File: config.mk
export PLATFORM = sky130hd
export DESIGN_NAME = cpu_bus_router
export DESIGN_NICKNAME = d
export VERILOG_FILES = /design/src/rtl/cbr_pkg.sv /design/src/rtl/cbr_decode.sv /design/src/rtl/cbr_boot_flag.sv /design/src/rtl/cpu_bus_router.sv
export SDC_FILE = /design/constraint.sdc
export NUM_CORES = 1
export LEC_CHECK = 0
export ABC_AREA = 1
export ABC_CLOCK_PERIOD_IN_PS = 1900
export BUFFER_PORTS_ARGS = -buffer_cell sky130_fd_sc_hd__buf_2
export CORE_ASPECT_RATIO = 2
export CORE_MARGIN = 2
export CORE_UTILIZATION = 47
export DETAILED_ROUTE_END_ITERATION = 12
export GPL_TIMING_DRIVEN = 1
export PLACE_DENSITY = 0.8
export SLEW_MARGIN = 10
export SYNTH_ARGS = -nofsm -noshare
export SYNTH_HDL_FRONTEND = slang
export SYNTH_HIERARCHICAL = 1
export SYNTH_SLANG_ARGS = --single-unit
export TNS_END_PERCENT = 50
File: constraint.sdc
create_clock -name clk -period 1.9 [get_ports clk]
set_clock_uncertainty 0.05 [all_clocks]
set_input_delay 0.38 -clock clk [delete_from_list [all_inputs] [get_ports clk]]
set_output_delay 0.38 -clock clk [all_outputs]
set_load 0.02 [all_outputs]
File: src/rtl/cbr_pkg.sv
package cbr_pkg;
    localparam int ADDR_W  = 16;
    localparam int DATA_W  = 8;
    localparam int NUM_BUS = 5;
    localparam int LOW_W   = ADDR_W - 1;

    localparam int BUS_BOOT  = 0;
    localparam int BUS_EXT   = 1;
    localparam int BUS_INT   = 2;
    localparam int BUS_VRAM  = 3;
    localparam int BUS_OBJ   = 4;

    typedef struct packed {
        logic [NUM_BUS-1:0] sel;
        logic               rom;
        logic               ram;
        logic               upd_addr;
        logic               unused;
    } dec_t;
endpackage

File: src/rtl/cbr_decode.sv
module cbr_decode
    import cbr_pkg::*;
#(
    parameter logic [ADDR_W-1:0] BOOT_TOP  = 16'h00FF,
    parameter logic [ADDR_W-1:0] VRAM_LO   = 16'h8000,
    parameter logic [ADDR_W-1:0] VRAM_HI   = 16'h9FFF,
    parameter logic [ADDR_W-1:0] RAM_HI    = 16'hFDFF,
    parameter logic [ADDR_W-1:0] OBJ_HI    = 16'hFEFF,
    parameter logic [ADDR_W-1:0] OBJ_REAL  = 16'hFE9F
) (
    input  logic [ADDR_W-1:0] addr_i,
    input  logic              boot_i,
    output dec_t              dec_o
);
    always_comb begin
        dec_o = '0;
        if (boot_i && addr_i <= BOOT_TOP) begin
            dec_o.sel[BUS_BOOT] = 1'b1;
        end else if (addr_i < VRAM_LO) begin
            dec_o.sel[BUS_EXT]  = 1'b1;
            dec_o.rom           = 1'b1;
            dec_o.upd_addr      = 1'b1;
        end else if (addr_i <= VRAM_HI) begin
            dec_o.sel[BUS_VRAM] = 1'b1;
        end else if (addr_i <= RAM_HI) begin
            dec_o.sel[BUS_EXT]  = 1'b1;
            dec_o.ram           = 1'b1;
            dec_o.upd_addr      = 1'b1;
        end else if (addr_i <= OBJ_HI) begin
            dec_o.sel[BUS_OBJ]  = 1'b1;
            dec_o.upd_addr      = 1'b1;
            dec_o.unused        = (addr_i > OBJ_REAL);
        end else begin
            dec_o.sel[BUS_INT]  = 1'b1;
            dec_o.upd_addr      = 1'b1;
        end
    end
endmodule

File: src/rtl/cbr_boot_flag.sv
module cbr_boot_flag
    import cbr_pkg::*;
#(
    parameter logic [ADDR_W-1:0] OFF_ADDR = 16'hFF50,
    parameter logic [DATA_W-1:0] OFF_VAL  = 8'h01
) (
    input  logic              clk,
    input  logic              rst_n,
    input  logic              wr_i,
    input  logic [ADDR_W-1:0] addr_i,
    input  logic [DATA_W-1:0] wdata_i,
    output logic              boot_o
);
    logic boot_d, boot_q;

    always_comb begin
        boot_d = boot_q;
        if (wr_i && addr_i == OFF_ADDR && wdata_i == OFF_VAL)
            boot_d = 1'b0;
    end

    always_ff @(posedge clk or negedge rst_n) begin
        if (!rst_n) boot_q <= 1'b1;
        else        boot_q <= boot_d;
    end

    assign boot_o = boot_q;
endmodule

File: src/rtl/cpu_bus_router.sv
module cpu_bus_router
    import cbr_pkg::*;
(
    input  logic              clk,
    input  logic              rst_n,
    input  logic              req_i,
    input  logic              we_i,
    input  logic [ADDR_W-1:0] addr_i,
    input  logic [DATA_W-1:0] wdata_i,
    input  logic [DATA_W-1:0] other_rdata_i,
    input  logic [DATA_W-1:0] ext_d_i,
    output logic              valid_o,
    output logic [NUM_BUS-1:0] bus_sel_o,
    output logic [DATA_W-1:0] rdata_o,
    output logic              boot_active_o,
    output logic              ext_wr_n_o,
    output logic              ext_rd_n_o,
    output logic              ext_cs_n_o,
    output logic              ext_a15_n_o,
    output logic [LOW_W-1:0]  ext_a_o,
    output logic [DATA_W-1:0] ext_d_o,
    output logic              ext_doe_o
);
    typedef struct packed {
        logic               valid;
        logic [NUM_BUS-1:0] sel;
        logic               unused;
        logic               wr_n;
        logic               rd_n;
        logic               cs_n;
        logic               a15_n;
        logic [LOW_W-1:0]   a;
        logic [DATA_W-1:0]  d;
        logic               doe;
    } pin_t;

    pin_t st_d, st_q;
    dec_t dec;
    logic boot;

    cbr_decode u_decode (
        .addr_i (addr_i),
        .boot_i (boot),
        .dec_o  (dec)
    );

    cbr_boot_flag u_boot (
        .clk     (clk),
        .rst_n   (rst_n),
        .wr_i    (req_i && we_i),
        .addr_i  (addr_i),
        .wdata_i (wdata_i),
        .boot_o  (boot)
    );

    always_comb begin
        st_d        = st_q;
        st_d.valid  = 1'b0;
        st_d.sel    = '0;
        st_d.unused = 1'b0;
        st_d.wr_n   = 1'b1;
        st_d.rd_n   = 1'b0;
        st_d.cs_n   = 1'b1;
        st_d.a15_n  = 1'b1;
        st_d.doe    = 1'b0;
        if (req_i) begin
            st_d.valid  = 1'b1;
            st_d.sel    = dec.sel;
            st_d.unused = dec.unused;
            if (dec.upd_addr)
                st_d.a = addr_i[LOW_W-1:0];
            if (dec.sel[BUS_EXT]) begin
                st_d.a15_n = ~dec.rom;
                st_d.cs_n  = ~dec.ram;
                if (we_i) begin
                    st_d.wr_n = 1'b0;
                    st_d.rd_n = 1'b1;
                    st_d.doe  = 1'b1;
                    st_d.d    = wdata_i;
                end
            end
        end
    end

    always_ff @(posedge clk or negedge rst_n) begin
        if (!rst_n) begin
            st_q       <= '0;
            st_q.wr_n  <= 1'b1;
            st_q.cs_n  <= 1'b1;
            st_q.a15_n <= 1'b1;
        end else begin
            st_q <= st_d;
        end
    end

    always_comb begin
        if (st_q.sel[BUS_EXT])  rdata_o = ext_d_i;
        else if (st_q.unused)   rdata_o = '1;
        else                    rdata_o = other_rdata_i;
    end

    assign valid_o       = st_q.valid;
    assign bus_sel_o     = st_q.sel;
    assign boot_active_o = boot;
    assign ext_wr_n_o    = st_q.wr_n;
    assign ext_rd_n_o    = st_q.rd_n;
    assign ext_cs_n_o    = st_q.cs_n;
    assign ext_a15_n_o   = st_q.a15_n;
    assign ext_a_o       = st_q.a;
    assign ext_d_o       = st_q.d;
    assign ext_doe_o     = st_q.doe;
endmodule

=== Yosys cells after proc, flatten, opt, wreduce, memory -nomap -nowiden ===
Index checks and enable logic that the tools add are counted.

* Output and inout bits: 43
* Register bits: 36

* Eq/ne operators: 2
* Reduce and logical (&&, ||, !) cells: 6
* Mux-type cells: 28
* Magnitude comparators: 6
* Bitwise operators: 2

{| class="wikitable"
|+ Operators by type and width
! kind !! number
|-
| 16-bit <= comparator (second input constant) || 3
|-
| 35-bit two-way mux || 1
|-
| 9-bit two-way mux || 2
|-
| 16-bit == test (second input constant) || 1
|-
| 16-bit > comparator (second input constant) || 1
|-
| 16-bit by 8-bit <= comparator with 1-bit output (second input constant) || 1
|-
| 16-bit less-than comparator (second input constant) || 1
|-
| 8-bit two-way mux || 2
|-
| 1-bit two-way mux || 15
|-
| 15-bit two-way mux || 1
|-
| 4-bit two-way mux || 3
|-
| 8-bit by 1-bit == test with 1-bit output (second input constant) || 1
|-
| 3-bit two-way mux || 2
|-
| 1-bit logical AND || 4
|-
| 2-bit two-way mux || 2
|-
| 3-bit AND reduction || 1
|-
| 1-bit NOT || 2
|-
| 2-bit AND reduction || 1
|}

=== Depth between registers and ports, before layout ===
* Depth after elaboration: 9
* Mapped depth: 11
* Depth with buffers taken out: 9

=== Modules after synthesis ===
The synthesis kept the hierarchy.

{| class="wikitable"
|+ Modules (own cells, without submodules)
! module !! cells each !! area an instance (um^2) !! instances
|-
| cpu_bus_router || 186 || 1656.6 || 1
|-
| cbr_boot_flag || 35 || 162.7 || 1
|-
| cbr_decode || 34 || 147.6 || 1
|}

=== Worst setup path before layout ===
OpenSTA, ideal clock, no wires.

* Kind: register -> register
* From: reg u_boot.boot_q (netlist: u_boot/boot_o)
* To: reg st_q (netlist bit ext_a_o[0])
* Path slack: 416 ps
* Arrival: 1318 ps
* Period minus slack after synthesis: 1484 ps
* Cell stages (with the launch flop): 10
* Path through: dfstp_2 nand2_1 nor2_1 nand3_1 inv_1 nor2_1 buf_6 buf_4 nand3_1 nand2_1

{| class="wikitable"
|+ RTL lines
! element !! RTL line !! RTL
|-
| start, declared || cbr_boot_flag.sv:14 || <nowiki>logic boot_d, boot_q;</nowiki>
|-
| start signal, assigned || cbr_boot_flag.sv:24 || <nowiki>else boot_q <= boot_d;</nowiki>
|-
| end signal, assigned || cpu_bus_router.sv:92 || <nowiki>st_q <= st_d;</nowiki>
|-
| end, declared || cpu_bus_router.sv:37 || <nowiki>pin_t st_d, st_q;</nowiki>
|}

=== Final worst setup path ===
* From: reg st_q (netlist bit bus_sel_o[1])
* To: out rdata_o[5]

* Word-level cells in the longest chain between the ends: 1

{| class="wikitable"
|+ RTL lines
! element !! RTL line !! RTL
|-
| 8-bit two-way mux || cpu_bus_router.sv:97 || <nowiki>if (st_q.sel[BUS_EXT]) rdata_o = ext_d_i;</nowiki>
|-
| end, declared || cpu_bus_router.sv:14 || <nowiki>output logic [DATA_W-1:0] rdata_o,</nowiki>
|}

No other way between the ends.

==> impl_metrics.toml <==
[sta]
final_hold_viol_count = 0
setup-tns-final_ns = 0
setup_viol = 0
tightest_slew_ns = 0.751
rsz0062_at_grt = "no"
period_share = 0.913
holdWs_ns = 0.112
layout_min_cycle_time_ns = 1.74
finalMaxSlewViolations = 0
max_clock_freq_mhz = 576
slew_headroom = 0.499

[die]
coreArea_sq_um = 4050
die_x_um = 49.7
die_y_um = 95.5
rows = 33
num_io_pins = 87
start_util = 0.486
die_area_sq_um = 4750

[cts]
path_clk_slew_ns = 0.06
ctsHoldBuffers = 0
insertion_delay_ns = 0.28
cts.sinks = 35
cts_resized = 0
cts_setup_buffers = 0
cts_buffers = 5
htree_levels = 2
clk_root_buffer_cell = "clkbuf_8"
clockBufferDepth = 2
cts_tree = "done"

[place]
io_buffers = 86
placed_area_sq_um = 2180
gp_congestion = 0.862
place_hpwl_um = 3210

[worst_setup_path]
slowest_delay_ns = 0.51
crit_fanout = 10
cp-startpoint = "bus_sel_o[1]"
endpoint = "rdata_o[5]"
r2r-start = "u_boot/boot_o"
path_depth = 4
crit_type = "reg -> out"
crit_family = "flip-flops"
path_buf_inv = 2
rrSetupSlack_ns = 0.37
reg2reg_to = "ext_d_o[3]"
worstPathRequired_ns = 1.47
critPathSlowestCell = "dfrtp_1"
crit_path_end_kind = "output port"
worstSetupStartpointType = "register"
r2r_cells = 8
critical_path.cell_chain = "inv_1, o21ai_0, nand2_1, buf_2"
crit_arrival_ns = 1.31

[job]
max_cap_viol_count = 0

[logic_synthesis]
ys_ff_latch = 35
yosysUniqueCellTypes = 20
synth_largest_area_cell = "dfrtp_1"
yosysWarnings = 6
yosysSeqAreaShare = 0.448
yosys-top-cells-area = "dfrtp_1 (39%), nand2_1 (18%), buf_4 (13%)"
syn_area_per_cell_sq_um = 7.71
synth_top_area_frac = 0.394
synth_nets = 299
syn_inst = 255
syn_area_sq_um = 1970

[routing]
drtAntennaViolNets = 0
wire_per_inst_um = 11.0
route.detailed.drc = 0
via_per_inst = 4.64
vias = 1690
drt_wl_total_um = 4020
drt_iter0_drc = 23
drt-pass1-iter-count = 4

[power]
ir_drop_uv = 564
power_density_nw_per_um2 = 779
leakagePower_nw = 1.40
power_mw = 1.76

[global_route]
grt_antenna_before_repair = 0
grt_max_degree = 36
grt_overflow = 0
grt_pass1_wl_um = 6900
track_usage = 0.192
grt_pass1_vias = 1675

[layout]
seq_area_sq_um = 881
n_fill_cell = 436
layout-drive-gt1-share = 0.337
multi_input_area_sq_um = 668
final_common_cell = "nand2_1"
nNetsFinal = 355
design_area_sq_um = 2260
antennaDiodeCount = 0
syn2layout_area_growth_pct = 15.1
final_cell_mix = "nand2_1 (92), buf_2 (86), dfrtp_1 (31)"

[hold_path]
worstHoldPathType = "in -> async"

[run_status]
status = "finished clean"
## state kept, by name (all words and copies together) (netlist names)
name	count
ext_doe_o	1
ext_a15_n_o	1
ext_wr_n_o	1
st_q	1
ext_cs_n_o	1
bus_sel_o	5
ext_a_o	15
u_boot/boot_o	1
ext_d_o	8
valid_o	1
## worst min-delay path by stage
stage          slack, ns     startpoint            end  cells after the start
6_report            0.11          rst_n     ext_a_o[2]                      1
2_1_floorplan       0.03          rst_n   bus_sel_o[0]                      0
5_1_grt             0.17          rst_n     ext_a_o[2]                      1
3_3_place_gp        0.40  u_boot/boot_o  u_boot/boot_o                      2
3_5_place_dp        0.39  u_boot/boot_o  u_boot/boot_o                      2
4_1_cts             0.14          rst_n     ext_a_o[3]                      1
## power by group
group	internal [mW]	switching, mW
Sequential	0.815	0.0359
Clock	0.260	0.240
Combinational	0.144	0.268
## stage by stage
step | utilization | setup slack [ns] | instances
floorplan | - | 0.416 | 255
global placement | 0.540 | 0.323 | 356
detailed placement | 0.540 | 0.276 | 356
CTS | 0.560 | 0.162 | 364
global route | 0.560 | 0.00587 | 364
finish | 0.560 | 0.165 | 364
## synthesized netlist by cell type
master and number:
nor3_2 1, o21ai_0 8, nand3_1 17, buf_4 34, o211ai_1 1, a31oi_1 1
nand4_1 9, nand2_2 1, nand2_1 92, dfrtp_1 31, dfstp_2 4, nor2_1 16
inv_1 29, nand3_2 1, nand3_4 1, inv_2 1, nor2_2 2, buf_6 4
nand2_4 1, buf_2 1
## final cells by class
cell class                 count  share of cell area
timing repair buffer          88               0.202
inverter                      30              0.0497
sequential                    35               0.389
clock buffer                   8              0.0354
multi-input combinational    151               0.295
tap                           52              0.0287
## kinds of logic after synthesis
| logic type | synth area share |
|---|---|
| buffers and inverters | 0.212 |
| AND/OR/NAND/NOR | 0.312 |
| flip-flops | 0.448 |
| AO/OA/AOI/OAI | 0.0274 |
## per-layer routing
| metal | share of wire | vias up | global-route usage | routed length, um |
|---|---|---|---|---|
| li1 | - | 862 | - | - |
| met1 | 0.36 | 753 | 0.186 | 1440 |
| met2 | 0.55 | 69 | 0.358 | 2210 |
| met3 | 0.066 | 6 | 0.0470 | 266 |
| met4 | 0.025 | 0 | 0.109 | 99 |
| met5 | 0 | - | 0 | 0 |
Note: power is estimated with default switching activity, not from simulation.
